$ cat src/rtl/pipe_irq_pkg.sv
package pipe_irq_pkg;

    localparam int NUM_CLASSES = 3;
    localparam int ADDR_W      = 4;
    localparam int REG_W       = 16;
    localparam int CODE_W      = 3;

    typedef enum logic [1:0] {
        CLS_EMPTY  = 2'd0,
        CLS_NOTRDY = 2'd1,
        CLS_READY  = 2'd2
    } evt_class_e;

    localparam logic [ADDR_W-1:0] ADDR_CTRL    = 4'h0;
    localparam logic [ADDR_W-1:0] ADDR_SUMMARY = 4'h1;

    localparam int SUM_STAGE_BIT = 3;
    localparam int SUM_CODE_LSB  = 4;

    function automatic logic [ADDR_W-1:0] sts_addr(input int cls);
        return ADDR_W'(2 + 2 * cls);
    endfunction

    function automatic logic [ADDR_W-1:0] en_addr(input int cls);
        return ADDR_W'(3 + 2 * cls);
    endfunction

    typedef struct packed {
        logic                stage_en;
        logic [NUM_CLASSES-1:0] class_en;
    } irq_ctrl_t;

endpackage

$ cat src/rtl/pipe_irq_class.sv
module pipe_irq_class #(
    parameter int NUM_PIPES = 10
) (
    input  logic                 clk,
    input  logic                 rst,
    input  logic                 sts_wr,
    input  logic                 en_wr,
    input  logic [NUM_PIPES-1:0] wdata,
    input  logic [NUM_PIPES-1:0] evt,
    output logic [NUM_PIPES-1:0] sts_q,
    output logic [NUM_PIPES-1:0] en_q,
    output logic                 summary
);

    logic [NUM_PIPES-1:0] sts_d;
    logic [NUM_PIPES-1:0] keep_mask;

    always_comb begin
        keep_mask = sts_wr ? wdata : '1;
        sts_d     = (sts_q & keep_mask) | evt;
    end

    always_ff @(posedge clk) begin
        if (rst) begin
            sts_q <= '0;
            en_q  <= '0;
        end else begin
            sts_q <= sts_d;
            if (en_wr) en_q <= wdata;
        end
    end

    assign summary = |(sts_q & en_q);

    // every pulsed pipe shows set next cycle
    assert_evt_sets_R1: assert property (@(posedge clk) disable iff (rst)
        (|evt) |=> ((sts_q & $past(evt)) == $past(evt)));

    // status bits never rise without an event
    assert_no_spurious_set_R2: assert property (@(posedge clk) disable iff (rst)
        (evt == '0) |=> ((sts_q & ~$past(sts_q)) == '0));

    // summary holds while neither status nor enable is written
    assert_summary_holds_R4: assert property (@(posedge clk) disable iff (rst)
        (summary && !sts_wr && !en_wr) |=> summary);

endmodule

$ cat src/rtl/pipe_irq_stage.sv
module pipe_irq_stage
    import pipe_irq_pkg::*;
(
    input  logic              clk,
    input  logic              rst,
    input  logic              sum_wr,
    input  logic              flag_wbit,
    input  logic              evt,
    input  logic [CODE_W-1:0] code_in,
    output logic              flag_q,
    output logic [CODE_W-1:0] code_q
);

    logic clear_req;
    assign clear_req = sum_wr && !flag_wbit;

    always_ff @(posedge clk) begin
        if (rst) begin
            flag_q <= 1'b0;
            code_q <= '0;
        end else begin
            if (evt) begin
                flag_q <= 1'b1;
                code_q <= code_in;
            end else if (clear_req) begin
                flag_q <= 1'b0;
            end
        end
    end

    // a transition sets the flag and captures the code
    assert_stage_capture_R6: assert property (@(posedge clk) disable iff (rst)
        evt |=> (flag_q && code_q == $past(code_in)));

    // the flag only falls after a software clear
    assert_flag_fall_R7: assert property (@(posedge clk) disable iff (rst)
        $fell(flag_q) |-> $past(clear_req));

    // the code only changes on a transition
    assert_code_ro_R7: assert property (@(posedge clk) disable iff (rst)
        !evt |=> $stable(code_q));

endmodule

$ cat src/rtl/pipe_irq_aggregator.sv
module pipe_irq_aggregator
    import pipe_irq_pkg::*;
#(
    parameter int NUM_PIPES = 10
) (
    input  logic                 clk,
    input  logic                 rst,
    input  logic                 reg_wr,
    input  logic [3:0]           reg_addr,
    input  logic [15:0]          reg_wdata,
    output logic [15:0]          reg_rdata,
    input  logic [NUM_PIPES-1:0] empty_evt,
    input  logic [NUM_PIPES-1:0] notrdy_evt,
    input  logic [NUM_PIPES-1:0] ready_evt,
    input  logic                 stage_evt,
    input  logic [2:0]           stage_code_in,
    output logic                 irq
);

    localparam int CTRL_W = NUM_CLASSES + 1;

    logic [NUM_PIPES-1:0]   evt_vec   [NUM_CLASSES];
    logic [NUM_PIPES-1:0]   sts_vec   [NUM_CLASSES];
    logic [NUM_PIPES-1:0]   en_vec    [NUM_CLASSES];
    logic [NUM_CLASSES-1:0] summary_vec;
    logic                   stage_flag;
    logic [CODE_W-1:0]      stage_code;
    irq_ctrl_t              ctrl_q;

    assign evt_vec[CLS_EMPTY]  = empty_evt;
    assign evt_vec[CLS_NOTRDY] = notrdy_evt;
    assign evt_vec[CLS_READY]  = ready_evt;

    always_ff @(posedge clk) begin
        if (rst) ctrl_q <= '0;
        else if (reg_wr && reg_addr == ADDR_CTRL) ctrl_q <= irq_ctrl_t'(reg_wdata[CTRL_W-1:0]);
    end

    for (genvar c = 0; c < NUM_CLASSES; c++) begin : g_class
        pipe_irq_class #(.NUM_PIPES(NUM_PIPES)) u_class (
            .clk     (clk),
            .rst     (rst),
            .sts_wr  (reg_wr && reg_addr == sts_addr(c)),
            .en_wr   (reg_wr && reg_addr == en_addr(c)),
            .wdata   (reg_wdata[NUM_PIPES-1:0]),
            .evt     (evt_vec[c]),
            .sts_q   (sts_vec[c]),
            .en_q    (en_vec[c]),
            .summary (summary_vec[c])
        );
    end

    pipe_irq_stage u_stage (
        .clk       (clk),
        .rst       (rst),
        .sum_wr    (reg_wr && reg_addr == ADDR_SUMMARY),
        .flag_wbit (reg_wdata[SUM_STAGE_BIT]),
        .evt       (stage_evt),
        .code_in   (stage_code_in),
        .flag_q    (stage_flag),
        .code_q    (stage_code)
    );

    always_comb begin
        reg_rdata = '0;
        case (reg_addr)
            ADDR_CTRL:    reg_rdata = 16'(ctrl_q);
            ADDR_SUMMARY: reg_rdata = 16'({stage_code, stage_flag, summary_vec});
            default: begin
                for (int c = 0; c < NUM_CLASSES; c++) begin
                    if (reg_addr == sts_addr(c)) reg_rdata = 16'(sts_vec[c]);
                    if (reg_addr == en_addr(c))  reg_rdata = 16'(en_vec[c]);
                end
            end
        endcase
    end

    assign irq = |(summary_vec & ctrl_q.class_en) | (stage_flag & ctrl_q.stage_en);

    // with every source disabled, no interrupt can be raised
    assert_irq_gated_R8: assert property (@(posedge clk) disable iff (rst)
        (ctrl_q == '0) |-> !irq);

endmodule

$ cat config.mk
export PLATFORM = sky130hd
export DESIGN_NAME = pipe_irq_aggregator
export DESIGN_NICKNAME = d
export VERILOG_FILES = /design/src/rtl/pipe_irq_pkg.sv /design/src/rtl/pipe_irq_class.sv /design/src/rtl/pipe_irq_stage.sv /design/src/rtl/pipe_irq_aggregator.sv
export SDC_FILE = /design/constraint.sdc
export NUM_CORES = 1
export LEC_CHECK = 0
export BUFFER_PORTS_ARGS = -buffer_cell sky130_fd_sc_hd__buf_2
export CORE_ASPECT_RATIO = 1.4
export CORE_MARGIN = 1.5
export CORE_UTILIZATION = 37
export CTS_CLUSTER_SIZE = 25
export DETAILED_ROUTE_END_ITERATION = 10
export SLEW_MARGIN = 10
export SYNTH_ARGS = -nofsm -noshare
export SYNTH_HDL_FRONTEND = slang
export SYNTH_SLANG_ARGS = --single-unit
$ cat constraint.sdc
create_clock -name clk -period 4.6 [get_ports clk]
set_input_delay 0.92 -clock clk [delete_from_list [all_inputs] [get_ports clk]]
set_output_delay 0.92 -clock clk [all_outputs]
set_load 0.02 [all_outputs]
# Word-level counts from Yosys, hierarchy flattened
# Index checks and enable logic that the tools add are counted.
# W data, S select, Z words.
# op_classes
reduce_logical,16
bitwise_logic,12
eq_ne,7
mux,12
# op_table
op,count
$mux W16,5
$and A10 B10 Y10,6
$mux W10,4
$pmux W16 S2,1
$or A10 B10 Y10,3
$reduce_or A10 Y1,3
$eq A4 B3 Y1 const B,4
$logic_and A1 B1 Y1,9
$eq A4 B2 Y1 const B,2
$eq A4 B1 Y1 const B,1
$logic_not A4 Y1,1
$and A3 B3 Y3,1
$reduce_or A3 Y1,1
$mux W1,2
$reduce_bool A2 Y1,1
$and A1 B1 Y1,1
$logic_not A1 Y1,1
$or A1 B1 Y1,1
# totals
inputBits,57
wordCells,57
reg_bits,68
out_inout_bits,17

# Depth between registers and ports, before layout
# Gate-level depths: netlist (run 1).
# logic_depth
word_depth,8
mapped_depth,7
depth_no_buf,4

# Cells and area by module
# Synthesis (run 1) repeated with hierarchy kept, for this count alone.
# hier_totals
hier_cells,405
hier_area_um2,3428.3
# modules_own_cells
module,area_per_inst_um2,seq_area_each_um2,cells_each,n_inst
pipe_irq_class,755.7,400.4,79,3
pipe_irq_aggregator,1002.2,80.1,154,1
pipe_irq_stage,158.9,80.1,14,1

# Least setup slack after synthesis (run 1)
# Ideal clock, no wire load.
# synth_timing
path_type,input -> output
start,in reg_addr[0]
end,out reg_rdata[6]
setup_slack_ns,1.576
required_ns,3.680
path_stages,4
arrival_time_ns,2.104
path_buffers,1
cell_sequence,buf_4 nor4b_4 a221oi_1 o21ai_0
# synth_via
elab_chain_cells,8
word_cells_on_any_way,15
cone_classes,7 x eq/ne; 7 x mux; 1 x reduce/logical
# synth_rtl
element,line,source
start: declaration,pipe_irq_aggregator.sv:9,"input logic [3:0] reg_addr,"
$eq A4 B2 Y1,pipe_irq_aggregator.sv:71,if (reg_addr == sts_addr(c)) reg_rdata = 16'(sts_vec[c]);
$mux W10,pipe_irq_aggregator.sv:71,
$mux W16,pipe_irq_aggregator.sv:72,if (reg_addr == en_addr(c)) reg_rdata = 16'(en_vec[c]);
$mux W16,pipe_irq_aggregator.sv:71,
$mux W16,pipe_irq_aggregator.sv:72,
$mux W16,pipe_irq_aggregator.sv:71,
$mux W16,pipe_irq_aggregator.sv:72,
$pmux W16 S2 *,pipe_irq_aggregator.sv:66,case (reg_addr)
end: declaration,pipe_irq_aggregator.sv:11,"output logic [15:0] reg_rdata,"
# Every way passes the cells marked *; elsewhere a longest branch is shown, timed or not.

# Worst setup path in the final report (run 1)
# layout_timing
start,in reg_addr[0]
end,out reg_rdata[3]
# Same word-level chain as after synthesis.

==> impl_metrics.py, run 1 <==
metrics = {
    "layout": {
        "final_util_pct": 44.7,
        "stdcell_count": 590,
        "finish.net_count": 535,
        "n_antenna_cell": 0,
        "drive_above_1_share_pct": 19.0,
        "syn_to_final_growth_pct": 17.5,
        "fill_cells": 949,
    },
    "setup_path": {
        "cp-end-kind": "output port",
        "cp-start-kind": "input port",
        "r2r-end": "g_class[2].u_class.sts_q[4]",
        "timing.rr.start": "g_class[2].u_class.sts_q[4]",
        "cp_max_fo": 21,
        "setup.worst_path.class": "in -> out",
        "r2r_cells": 2,
        "worstPathArrival_ns": 2.55,
        "r2r_slack_ns": 3.84,
        "critPathRequiredTime_ns": 3.68,
    },
    "place": {
        "dp.cells": 574,
        "port_buffers": 61,
        "preCtsSetupSlack_ns": 1.14,
        "gp_congestion": 0.932,
        "dp_hpwl_mm": 7.37,
    },
    "global_routing": {
        "grt.total_usage_pct": 22.1,
        "antenna_found_initial": 0,
        "gr-total-overflow": 0,
        "grt_pass1_wl_mm": 16.5,
        "grt_pass1_vias": 3092,
        "grt_max_degree": 69,
    },
    "cts": {
        "cts_tree": "yes",
        "path_clk_slew_ns": 0.06,
        "cts_buffers": 9,
        "hold_buffers": 0,
        "cts_root_buf": "clkbuf_16",
        "htreeDepth": 3,
        "cts_setup_buffers": 0,
        "cts.sink_count": 68,
        "ctsResizeCount": 0,
        "insertion_delay_ns": 0.34,
        "cts_buffer_depth": 2,
    },
    "power": {
        "p_leak_nw": 1.64,
        "power_w": 0.00154,
        "power_density_nw_per_um2": 382,
        "irDropWorstVdd_mv": 0.183,
    },
    "timing": {
        "tns_ns": 0,
        "fmax_mhz": 288,
        "skew_ns": 0,
        "slew_viol_final": 0,
        "hold_violations": 0,
        "relSlewSlack_pct": 24.1,
        "worstMarginPinSlew_ns": 1.13,
        "finalCritPeriodShare_pct": 75.4,
        "setup_slack_ns": 1.13,
        "rsz0062_at_grt": "false",
        "finalSetupViolations": 0,
        "period_needed_ns": 3.47,
    },
    "synthesis": {
        "ys_top_cells_by_count": "dfxtp_1 (68), a21oi_1 (67), o21ai_0 (48)",
        "yosysTopAreaCell": "dfxtp_1",
        "post-synth-top-count-cell": "dfxtp_1",
        "synth_cells": 430,
        "ys_ff_latch": 68,
        "synth_edf_count": 0,
        "synth_top_area_share_pct": 39.7,
        "synth_cell_types": 43,
        "yosysWarnings": 0,
        "synth_area_um2": 3430,
        "synth_flop_cell": "dfxtp_1",
        "yosysSeqAreaShare_pct": 39.7,
        "synth_area_per_cell_um2": 7.98,
        "synth_area_leaders": "dfxtp_1 (40%), a21oi_1 (9.8%), o21ai_0 (7.0%), mux2i_1 (5.5%), nand2_1 (4.2%)",
        "async_reset_ff_share_pct": 0,
    },
    "routing": {
        "dr.pass1.iters": 5,
        "drcViolationCount": 0,
        "drtAntennaViolNets": 0,
        "viasPerCell": 5.53,
        "wl_per_cell_um": 17.4,
        "via_count": 3261,
        "drt-initial-drc-count": 230,
        "drt_wl_total_mm": 10.3,
    },
    "worst_hold_path": {
        "hold_depth": 2,
        "holdPathEnd": "ctrl_q[2]",
        "hold_class": "reg -> reg",
        "min_from": "ctrl_q[2]",
    },
    "flow_run": {
        "cap_violations": 0,
    },
    "run_status": {
        "status": "completed",
    },
    "floorplan": {
        "start_util_pct": 38.0,
        "pin_count": 74,
        "die-area_um2": 9870,
        "die-height_um": 117,
        "row_count": 41,
        "core_area_um2": 9030,
        "die_w_um": 84.4,
    },
}
[layout make-up]
| type | count | area, um2 | area share, % |
|---|---|---|---|
| Clock buffer | 12 | 246 | 6.11 |
| Clock inverter | 4 | 72.6 | 1.80 |
| Inverter | 34 | 128 | 3.16 |
| Multi-Input combinational cell | 301 | 1760 | 43.7 |
| Sequential cell | 68 | 1360 | 33.8 |
| Tap cell | 107 | 134 | 3.32 |
| Timing Repair Buffer | 64 | 328 | 8.13 |
[worst max-delay path by stage]
stage,cells past startpoint,startpoint,slack [ns],end
after CTS,6,reg_addr[1],1.14,reg_rdata[8]
after floorplan,4,reg_addr[0],1.58,reg_rdata[6]
after detailed placement,6,reg_addr[1],1.14,reg_rdata[8]
final,6,reg_addr[0],1.13,reg_rdata[3]
after global placement,6,reg_addr[1],1.16,reg_rdata[8]
after global routing,6,reg_addr[1],0.93,reg_rdata[8]
[where the power goes]
group | switching, W | internal, W
clock | 0.000253 | 0.000488
combinational | 0.000103 | 0.0000603
sequential | 0.0000214 | 0.000615
[layout by cell type, fill, tap and decap left out, types with 8 or more instances in the layout]
cell	netlist	final
a21oi_1	67	67
a22oi_1	14	14
buf_2	4	61
clkbuf_16	0	9
dfxtp_1	68	68
inv_1	34	34
mux2_2	8	8
mux2i_1	19	19
nand2_1	38	38
nand3_1	8	8
nor2_1	24	24
o21ai_0	48	48
o21ai_1	15	15
[cells by family (layout without fill, tap and decap cells)]
family / count (synthesis) / after routing / synth area share, %
compound gates: 172 / 172 / 28.8
simple gates: 96 / 96 / 13.7
flops: 68 / 68 / 39.7
buf+inv: 66 / 114 / 9.55
mux: 27 / 27 / 8.16
other cells: 1 / 6 / 0.109
[flip-flops by register name, indices dropped and copies added (netlist names)]
signal	count
u_stage.code_q	3
g_class.u_class.en_q	30
u_stage.flag_q	1
ctrl_q	4
g_class.u_class.sts_q	30
[per-stage QoR]
stage	hold slack (ns)	area, um2
final	0.465	4030
after detailed placement	0.455	3710
after global placement	0.447	3710
after floorplan	0.436	3450
after global routing	0.489	4030
after CTS	0.464	4030
[layer usage]
| metal | share of wire (%) | track usage (%) |
|---|---|---|
| met3 | 4.5 | 2.95 |
| met2 | 49 | 37.0 |
| met4 | 3.7 | 13.2 |
| met5 | 0 | 0 |
| met1 | 43 | 27.3 |
[critical path, stage by stage]
cell and delay [ns]:
buf_2 0.29, buf_4 0.34, nand2_1 0.29, o22a_1 0.26, o21ai_0 0.22, buf_2 0.21
No activity file was read; power rests on OpenSTA's default activity.
==> inputs of run 2 (changes only) <==
- ABC_AREA: default -> 1
- clock period: 4.6 -> 2.9 ns (I/O delays scaled with it)
==> impl_metrics.py, run 2 <==
metrics = {
    "timing": {
        "rsz0062_at_grt": "false",
        "finalCritPeriodShare_pct": 87.0,
        "skew_ns": 0,
        "hold_violations": 0,
        "slew_viol_final": 0,
        "period_needed_ns": 2.52,
        "relSlewSlack_pct": 62.1,
        "fmax_mhz": 396,
        "tns_ns": 0,
        "setup_slack_ns": 0.377,
        "worstMarginPinSlew_ns": 0.565,
        "finalSetupViolations": 0,
    },
    "cts": {
        "insertion_delay_ns": 0.33,
        "cts_root_buf": "clkbuf_16",
        "path_clk_slew_ns": 0.05,
        "htreeDepth": 3,
        "hold_buffers": 0,
        "ctsResizeCount": 0,
        "cts.sink_count": 68,
        "cts_setup_buffers": 0,
        "cts_tree": "yes",
        "cts_buffer_depth": 2,
        "cts_buffers": 9,
    },
    "routing": {
        "drcViolationCount": 0,
        "via_count": 3549,
        "drtAntennaViolNets": 0,
        "wl_per_cell_um": 15.7,
        "dr.pass1.iters": 5,
        "drt_wl_total_mm": 10.8,
        "drt-initial-drc-count": 234,
        "viasPerCell": 5.14,
    },
    "setup_path": {
        "worstPathArrival_ns": 1.94,
        "crit_slowest_cell": "nor3_2",
        "cp-end-kind": "output port",
        "slowest_delay_ns": 0.50,
        "critPathMostFrequentCell": "buf_2",
        "r2r-end": "g_class[0].u_class.sts_q[1]",
        "cp-start-kind": "input port",
        "r2r_slack_ns": 2.22,
        "r2r_cells": 2,
        "timing.rr.start": "g_class[0].u_class.sts_q[1]",
        "critPathRequiredTime_ns": 2.32,
        "cp_max_fo": 9,
        "crit_chain": "buf_2 -> inv_2 -> nor3_2 -> nand2_1 -> o21ai_0 -> inv_1 -> nand3_1 -> buf_2",
        "setup.worst_path.class": "in -> out",
    },
    "place": {
        "port_buffers": 61,
        "preCtsSetupSlack_ns": 0.396,
        "gp_congestion": 0.934,
        "dp_hpwl_mm": 8.12,
    },
    "floorplan": {
        "core_area_um2": 8980,
        "row_count": 41,
        "die_w_um": 84.2,
        "pin_count": 74,
        "die-height_um": 117,
        "die-area_um2": 9820,
        "start_util_pct": 38.0,
    },
    "power": {
        "swShare_pct": 25.9,
        "power_density_nw_per_um2": 554,
        "p_switching_w": 0.000580,
        "p_int_w": 0.00166,
        "irDropWorstVdd_mv": 0.301,
        "p_comb_share_pct": 11.0,
        "p_leak_nw": 1.77,
        "seqPwrFrac_pct": 45.3,
        "pwr-share-clk_pct": 43.8,
    },
    "layout": {
        "layout_commonest_cell": "nand2_1",
        "syn_to_final_growth_pct": 18.2,
        "n_antenna_cell": 0,
        "regArea_um2": 1360,
        "finish.net_count": 635,
        "multi_input_area_um2": 1750,
        "fill_cells": 962,
        "reg_top3": "g_class.u_class.en_q x30, g_class.u_class.sts_q x30, ctrl_q x4",
        "final_cell_mix": "nand2_1 (140), a21oi_1 (70), dfxtp_1 (68), nor2_1 (62), buf_2 (61)",
        "drive_above_1_share_pct": 16.3,
    },
    "run_status": {
        "status": "completed",
    },
    "synthesis": {
        "ys_top_cells_by_count": "nand2_1 (140), a21oi_1 (70), dfxtp_1 (68)",
        "synth_flop_cell": "dfxtp_1",
        "synth_top_area_share_pct": 39.9,
        "yosysTopAreaCell": "dfxtp_1",
        "synth_area_leaders": "dfxtp_1 (40%), nand2_1 (15%), a21oi_1 (10%), nand3_1 (8.4%), nor2_1 (6.8%)",
        "yosysSeqAreaShare_pct": 39.9,
        "synth_cells": 520,
        "synth_edf_count": 0,
        "synth_area_per_cell_um2": 6.57,
        "yosysWarnings": 0,
        "async_reset_ff_share_pct": 0,
        "ys_ff_latch": 68,
        "post-synth-top-count-cell": "nand2_1",
        "synth_area_um2": 3410,
        "synth_cell_types": 26,
    },
    "worst_hold_path": {
        "holdPathEnd": "g_class[1].u_class.sts_q[8]",
        "hold_depth": 3,
        "hold_class": "in -> reg",
        "min_from": "notrdy_evt[8]",
    },
    "global_routing": {
        "grt_max_degree": 50,
        "gr-total-overflow": 0,
        "grt_pass1_vias": 3200,
        "grt.total_usage_pct": 22.9,
        "grt_pass1_wl_mm": 16.8,
        "antenna_found_initial": 0,
    },
    "flow_run": {
        "cap_violations": 0,
    },
}
==> run 2: cell types whose count changed in the layout (fill, tap and decap cells not counted), sizes merged, moves of 8 or more <==
cell	before	now
a22oi	14	0
inv	34	49
mux2	8	0
mux2i	19	0
nand2	39	143
nand3	8	58
nor2	24	69
o21ai	63	23
==> run 2: routing by layer <==
metal	GRT usage (%)	wire, um
met5	0	0
met2	36.6	4860
met1	27.7	4740
met3	4.95	604
met4	15.4	640
==> run 2: area by class of cell <==
type	instances	area share [%]
sequential	68	33.7
clock buffer	14	6.29
clock inverter	2	0.248
inverter	49	4.56
multi-input combinational	384	43.4
timing repair buffer	66	8.49
tap	107	3.32
==> run 2: critical path, delay by kind of cell <==
kind / cells / cell delay [ns]
AO/OA/AOI/OAI: 1 / 0.09
AND/OR/NAND/NOR: 3 / 0.68
buffers and inverters: 4 / 0.58
==> run 2: power by group through the flow <==
stage	registers (W)	logic (W)	clock network [W]
after floorplan	0.00102	0.000150	0
after global placement	0.00103	0.000241	0
after detailed placement	0.00103	0.000243	0
after CTS	0.00101	0.000244	0.000995
after global routing	0.00102	0.000270	0.00104
final	0.00101	0.000245	0.000979
==> run 2: cell families after synthesis <==
family,share of synthesized area (%)
other,0.110
buffers and inverters,9.38
DFF,39.9
AOI/OAI and AO/OA,14.1
and+or+nand+nor,36.6
==> run 2: worst max path at each step <==
stage / from / to / slack, ns
6_report: reg_addr[0] / reg_rdata[3] / 0.38
3_3_place_gp: reg_addr[0] / reg_rdata[3] / 0.38
3_5_place_dp: reg_addr[0] / reg_rdata[3] / 0.40
2_1_floorplan: reg_addr[0] / reg_rdata[0] / 0.77
4_1_cts: reg_addr[0] / reg_rdata[3] / 0.39
5_1_grt: reg_addr[0] / reg_rdata[3] / 0.22
==> run 2: stage by stage <==
stage	cells	instance area (um2)	hold slack (ns)	util, %	power, W
final	690	4040	0.446	45.0	0.00224
after global routing	690	4040	0.456	45.0	0.00233
after CTS	690	4040	0.441	45.0	0.00225
after detailed placement	674	3770	0.463	42.0	0.00127
after global placement	674	3770	0.454	42.0	0.00127
after floorplan	525	3430	0.439	-	0.00117
